File: src/rtl/lockout_pkg.sv
package lockout_pkg;
    typedef enum logic [0:0] {
        ST_REST = 1'b0,
        ST_WAIT = 1'b1
    } decay_st_t;
endpackage

File: src/rtl/lk_param_bank.sv
module lk_param_bank #(
    parameter int unsigned CNT_W   = 16,
    parameter int unsigned IVL_W   = 16,
    parameter int unsigned RST_MAX = 3,
    parameter int unsigned RST_IVL = 4,
    parameter bit          RST_EN  = 1'b1
) (
    input  logic             clk,
    input  logic             rst_n,
    input  logic             we,
    input  logic [CNT_W-1:0] max_in,
    input  logic [IVL_W-1:0] ivl_in,
    input  logic             en_in,
    output logic [CNT_W-1:0] max_q,
    output logic [IVL_W-1:0] ivl_q,
    output logic             en_q
);
    localparam logic [CNT_W-1:0] MAX_INIT = CNT_W'(RST_MAX);
    localparam logic [IVL_W-1:0] IVL_INIT = IVL_W'(RST_IVL);

    always_ff @(posedge clk or negedge rst_n) begin
        if (!rst_n) begin
            max_q <= MAX_INIT;
            ivl_q <= IVL_INIT;
            en_q  <= RST_EN;
        end else if (we) begin
            max_q <= max_in;
            ivl_q <= ivl_in;
            en_q  <= en_in;
        end
    end
endmodule

File: src/rtl/lk_decay_fsm.sv
module lk_decay_fsm
    import lockout_pkg::*;
#(
    parameter int unsigned IVL_W = 16
) (
    input  logic             clk,
    input  logic             rst_n,
    input  logic             tick,
    input  logic             fail_acc,
    input  logic             clr,
    input  logic             cnt_nz,
    input  logic             cnt_one,
    input  logic [IVL_W-1:0] ivl,
    output logic             dec_now
);
    localparam int unsigned EXT_W = IVL_W + 1;

    decay_st_t        st_q, st_d;
    logic [IVL_W-1:0] tmr_q;
    logic             span_done;

    assign span_done = (EXT_W'(tmr_q) + EXT_W'(1)) >= EXT_W'(ivl);

    // state register
    always_ff @(posedge clk or negedge rst_n) begin
        if (!rst_n) st_q <= ST_REST;
        else        st_q <= st_d;
    end

    // next state
    always_comb begin
        st_d = st_q;
        unique case (st_q)
            ST_REST: begin
                if (fail_acc) st_d = ST_WAIT;
            end
            ST_WAIT: begin
                if (clr)                           st_d = ST_REST;
                else if (fail_acc)                 st_d = ST_WAIT;
                else if (!cnt_nz)                  st_d = ST_REST;
                else if (dec_now && cnt_one)       st_d = ST_REST;
                else                               st_d = ST_WAIT;
            end
            default: st_d = ST_REST;
        endcase
    end

    // outputs
    always_comb begin
        dec_now = 1'b0;
        unique case (st_q)
            ST_REST: dec_now = 1'b0;
            ST_WAIT: dec_now = tick && !fail_acc && !clr && cnt_nz && span_done;
            default: dec_now = 1'b0;
        endcase
    end

    // interval timer
    always_ff @(posedge clk or negedge rst_n) begin
        if (!rst_n) begin
            tmr_q <= '0;
        end else if (clr || fail_acc || st_q == ST_REST) begin
            tmr_q <= '0;
        end else if (tick) begin
            tmr_q <= span_done ? '0 : tmr_q + 1'b1;
        end
    end
endmodule

File: src/rtl/lk_fail_counter.sv
module lk_fail_counter #(
    parameter int unsigned CNT_W = 16
) (
    input  logic             clk,
    input  logic             rst_n,
    input  logic             clr,
    input  logic             fail_acc,
    input  logic             dec_now,
    input  logic [CNT_W-1:0] max_q,
    output logic [CNT_W-1:0] count_q
);
    always_ff @(posedge clk or negedge rst_n) begin
        if (!rst_n) begin
            count_q <= '0;
        end else if (clr) begin
            count_q <= '0;
        end else if (fail_acc) begin
            if (count_q < max_q) count_q <= count_q + 1'b1;
        end else if (dec_now && count_q != '0) begin
            count_q <= count_q - 1'b1;
        end
    end
endmodule

File: src/rtl/lockout_guard.sv
module lockout_guard #(
    parameter int unsigned CNT_W   = 16,
    parameter int unsigned IVL_W   = 16,
    parameter int unsigned RST_MAX = 3,
    parameter int unsigned RST_IVL = 4,
    parameter bit          RST_EN  = 1'b1
) (
    input  logic             clk,
    input  logic             rst_n,
    input  logic             tick_1hz,
    input  logic             auth_pass,
    input  logic             auth_fail,
    input  logic             clr_cmd,
    input  logic             prm_we,
    input  logic [CNT_W-1:0] prm_max_tries,
    input  logic [IVL_W-1:0] prm_interval,
    input  logic             prm_lock_en,
    output logic             locked,
    output logic [CNT_W-1:0] fail_count,
    output logic [CNT_W-1:0] rd_max_tries,
    output logic [IVL_W-1:0] rd_interval,
    output logic             rd_lock_en
);
    logic fail_acc;
    logic dec_now;

    lk_param_bank #(
        .CNT_W(CNT_W), .IVL_W(IVL_W),
        .RST_MAX(RST_MAX), .RST_IVL(RST_IVL), .RST_EN(RST_EN)
    ) u_prm (
        .clk(clk), .rst_n(rst_n), .we(prm_we),
        .max_in(prm_max_tries), .ivl_in(prm_interval), .en_in(prm_lock_en),
        .max_q(rd_max_tries), .ivl_q(rd_interval), .en_q(rd_lock_en)
    );

    // lock flag follows the live count with no register of its own
    assign locked   = rd_lock_en && (fail_count >= rd_max_tries);
    assign fail_acc = auth_fail && !locked && !clr_cmd;

    lk_decay_fsm #(.IVL_W(IVL_W)) u_decay (
        .clk(clk), .rst_n(rst_n), .tick(tick_1hz),
        .fail_acc(fail_acc), .clr(clr_cmd),
        .cnt_nz(fail_count != '0), .cnt_one(fail_count == CNT_W'(1)),
        .ivl(rd_interval), .dec_now(dec_now)
    );

    lk_fail_counter #(.CNT_W(CNT_W)) u_cnt (
        .clk(clk), .rst_n(rst_n), .clr(clr_cmd),
        .fail_acc(fail_acc), .dec_now(dec_now),
        .max_q(rd_max_tries), .count_q(fail_count)
    );
endmodule

File: config.mk
export PLATFORM = sky130hd
export DESIGN_NAME = lockout_guard
export DESIGN_NICKNAME = d
export VERILOG_FILES = /design/src/rtl/lockout_pkg.sv /design/src/rtl/lk_param_bank.sv /design/src/rtl/lk_decay_fsm.sv /design/src/rtl/lk_fail_counter.sv /design/src/rtl/lockout_guard.sv
export SDC_FILE = /design/constraint.sdc
export NUM_CORES = 1
export LEC_CHECK = 0
export ABC_AREA = 1
export BUFFER_PORTS_ARGS = -buffer_cell sky130_fd_sc_hd__clkbuf_2
export CAP_MARGIN = 20
export CORE_MARGIN = 4
export CORE_UTILIZATION = 50
export CTS_CLUSTER_SIZE = 40
export DETAILED_ROUTE_END_ITERATION = 10
export PLACE_DENSITY = 0.73
export SLEW_MARGIN = 20
export SYNTH_ARGS = -nofsm -noshare
export SYNTH_HDL_FRONTEND = slang
export SYNTH_SLANG_ARGS = --single-unit
export TNS_END_PERCENT = 100
File: constraint.sdc
create_clock -name clk -period 9.2 [get_ports clk]
set_clock_uncertainty 0.1 [all_clocks]
set_input_delay 0.92 -clock clk [delete_from_list [all_inputs] [get_ports clk]]
set_output_delay 0.92 -clock clk [all_outputs]
set_load 0.02 [all_outputs]
==> impl_metrics.ini <==
[worst_setup_path]
critPathTopFamily = flip-flops
critical-path-slowest-cell = dfrtp_1
timing.critical_path.from_type = flop
crit_path_cell_trace = ha_1, nand2_1, inv_1, nand2_1, nand2_1, a21oi_2, nand4_2, nand2_4, inv_1, clkbuf_2
path_class = reg2out
path_common_cell = nand2_1
worst-endpoint-required_ns = 8.18
crit_buf_inv = 3
cp.arrival_ns = 2.42
worstPathMaxFanout = 18
crit_path_capture_type = output port
critical-path-max-stage-delay_ns = 0.61

[clocking]
clock_sinks = 66
clockRootBuffer = clkbuf_8
cts.clk_slew.worst_paths_ns = 0.08
number_of_levels_in_the_clock_h_tree = 3
clk_latency_ns = 0.36
cts_inserted_buffers = 9
clockBufferDepth = 2
postCtsSetupRepairBufs = 0
cts_hold_repair.buffers = 0
ctsResizeCount = 0
tritoncts = yes

[finish]
final_layout_size_suffix_gt1_share_pct = 18.5
fill_cells = 852
multi_input_comb_area_um2 = 2720
net_count_final = 813
num_antenna_cells = 0
area_growth_syn_to_fin_pct = 14.3
regArea_um2 = 1660

[grt]
global_route.overflow_total = 0
total_global_routing_track_utilization_pct = 21.8
grt_max_degree = 67
grt_antenna_before_repair = 0
grt_pass1_vias = 4377
grt_pass1_wl_mm = 20.1

[floorplan]
floorplan.core_area_um2 = 9330
initial_util_pct = 51.8
die_width_um = 106
rows = 35
floorplan.die.height_um = 106
number_of_placed_i_o_pins = 90
floorplan.die_area_um2 = 11300

[hold_path]
hold_class = reg2reg

[sta]
final_hold_viol_count = 0
setup-tns-final_ns = 0
final.min_clock_period_ns = 3.44
postLayoutSetupSlackWorst_ns = 5.76
finalSetupViolations = 0
max_clk_rate_ghz = 0.291
slew_hr_pct = 37.0
final-max-slew-violation-count = 0
hold_ws_ns = 0.407
grt_setup_unrepaired = false
min_period_over_period_pct = 37.4
timing_worst_slew_pin_value_ns = 0.946

[power]
static-leakage-power_nw = 3.12
vdd_ir_drop_max_v = 0.000179
power_per_cell_area_nw_per_um2 = 220

[logic_synthesis]
postSynthCellCount = 664
syn_area_per_cell_um2 = 7.28
yosys_reg_bits = 66
synth_top_area_share_pct = 32.1
netlist.top_cell.by_area = dfrtp_1
synthesis.nets = 741
yosysWarningCount = 0
synth-seq-area-share_pct = 34.3
post_synth_main_area_contributors = dfrtp_1, nand2_1, ha_1, inv_1, xor2_1
synth.lib_cells_used.distinct = 38
mappedNetlistArea_um2 = 4830

[placement]
dp.final_hpwl_mm = 8.49
place.port_buffers = 88
final_replace_weighted_congestion = 0.884
dp_worst_setup_slack_ns = 5.81

[detailed_routing]
wire_per_inst_um = 13.7
detail_route.drc_violations = 0
drtIter0Drc = 273
drt_first_pass_iters = 6
vias_per_cell = 5.14
route.vias.total = 4474
antenna_left = 0
detail_route.wirelength_mm = 12.0

[run_status]
status = finished, final reports clean

[run]
maxCapViolations = 0
report_power, final:
| part | total, W | switching [W] | internal (W) |
|---|---|---|---|
| sequential | 0.000422 | 0.0000905 | 0.000332 |
| combinational | 0.000509 | 0.000324 | 0.000185 |
| clock | 0.000285 | 0.000130 | 0.000155 |
| total | 0.00122 | 0.000545 | 0.000672 |
Yosys cell counts (all sizes together):
cell,number
nand4,35
dfrtp,62
inv,84
xnor2,9
nor3,8
nor2,57
clkbuf,10
mux2,2
buf,18
o21ai,36
nor4,2
nand3,25
o21bai,2
clkinv,1
xor2,30
nand2,226
a31oi,1
a21oi,13
nand3b,2
ha,37
dfstp,4
cell type report:
cell class,instances,area share [%]
clock buffer,9,2.24
clock inverter,7,1.81
inverter,85,5.78
multi-input combinational,485,49.2
sequential,66,30.0
tap,129,2.92
timing repair buffer,89,8.11
metrics by stage:
step / std cells / instance area (µm²) / power (W) / util, %
2_1_floorplan: 664 / 4830 / 0.000795 / -
3_3_place_gp: 854 / 5300 / 0.000918 / 56.8
3_5_place_dp: 854 / 5300 / 0.000930 / 56.8
4_1_cts: 870 / 5520 / 0.00122 / 59.2
5_1_grt: 870 / 5520 / 0.00131 / 59.2
6_report: 870 / 5520 / 0.00122 / 59.2
cells in the final DEF (no fill, tap or decap), types with 3 or more instances in the layout:
cell	netlist	final
nand3_2	3	3
nand3_1	21	21
inv_1	80	80
xnor2_1	9	9
xor2_1	30	30
ha_1	37	37
o21ai_0	35	35
a21oi_1	10	10
nand2_2	3	3
nand2_1	220	220
inv_2	4	4
dfstp_2	4	4
dfrtp_1	62	62
nand4_1	34	34
clkbuf_8	0	9
nor2_1	52	52
nor3_1	7	7
nand2_4	3	3
clkbuf_2	0	86
nor2_4	3	3
flip-flops by register name, indices dropped and copies added (netlist names):
| signal | cells |
|---|---|
| u_cnt.count_q | 16 |
| u_prm.max_q | 16 |
| u_prm.en_q | 1 |
| u_prm.ivl_q | 16 |
| u_decay.st_q | 1 |
| u_decay.tmr_q | 16 |
logic make-up (layout without fill, tap and decap cells):
family                     Yosys count  in the layout  synth area share [%]
and+or+nand+nor                    355            355                  33.0
buffers and inverters              113            190                  9.58
DFF                                 66             66                  34.3
AOI/OAI and AO/OA                   52             52                  6.06
xor gates and xnor gates            39             39                  7.07
adders and majority gates           37             37                  9.58
muxes                                2              2                 0.466
layer usage:
layer | vias to the layer above | global-route usage (%) | routed length, µm
li1 | 2248 | - | -
met1 | 2074 | 27.7 | 5320
met2 | 132 | 37.0 | 5780
met3 | 20 | 4.80 | 624
met4 | 0 | 6.75 | 234
met5 | - | 0 | 0
worst reg2reg max path, cell delays in order, from the launching register on:
cell	delay, ns
dfrtp_1	0.40
ha_1	0.21
nand3_1	0.17
nand3b_4	0.22
nor2_4	0.13
nand3_1	0.12
xor2_1	0.15
inv_1	0.07
ha_1	0.29
nand2_1	0.07
nor2_1	0.18
nand2_1	0.07
nor2_1	0.14
nand2_1	0.06
nand3_1	0.09
nand2_1	0.06
nand3_2	0.11
nand3_4	0.11
a21oi_4	0.41
nand2_1	0.11
nand2_1	0.08
path summary, 6_finish.rpt:
path / start / endpoint / depth (start not counted) / slack (ns)
max reg2reg: u_decay.tmr_q[0]$_DFFE_PN0P_ / u_cnt.count_q[12]$_DFFE_PN0P_ / 20 / 5.80
min in group asynchronous: rst_n / u_prm.max_q[12]$_DFFE_PN0P_ / 2 / 0.64
max in group asynchronous: rst_n / u_prm.max_q[15]$_DFFE_PN0P_ / 2 / 7.79
min reg2reg: u_prm.max_q[1]$_DFFE_PN1P_ / u_prm.max_q[1]$_DFFE_PN1P_ / 2 / 0.41
min: u_prm.max_q[1]$_DFFE_PN1P_ / u_prm.max_q[1]$_DFFE_PN1P_ / 2 / 0.41
max: u_cnt.count_q[11]$_DFFE_PN0P_ / locked / 10 / 5.76
Power figures use the tool's default switching activity.
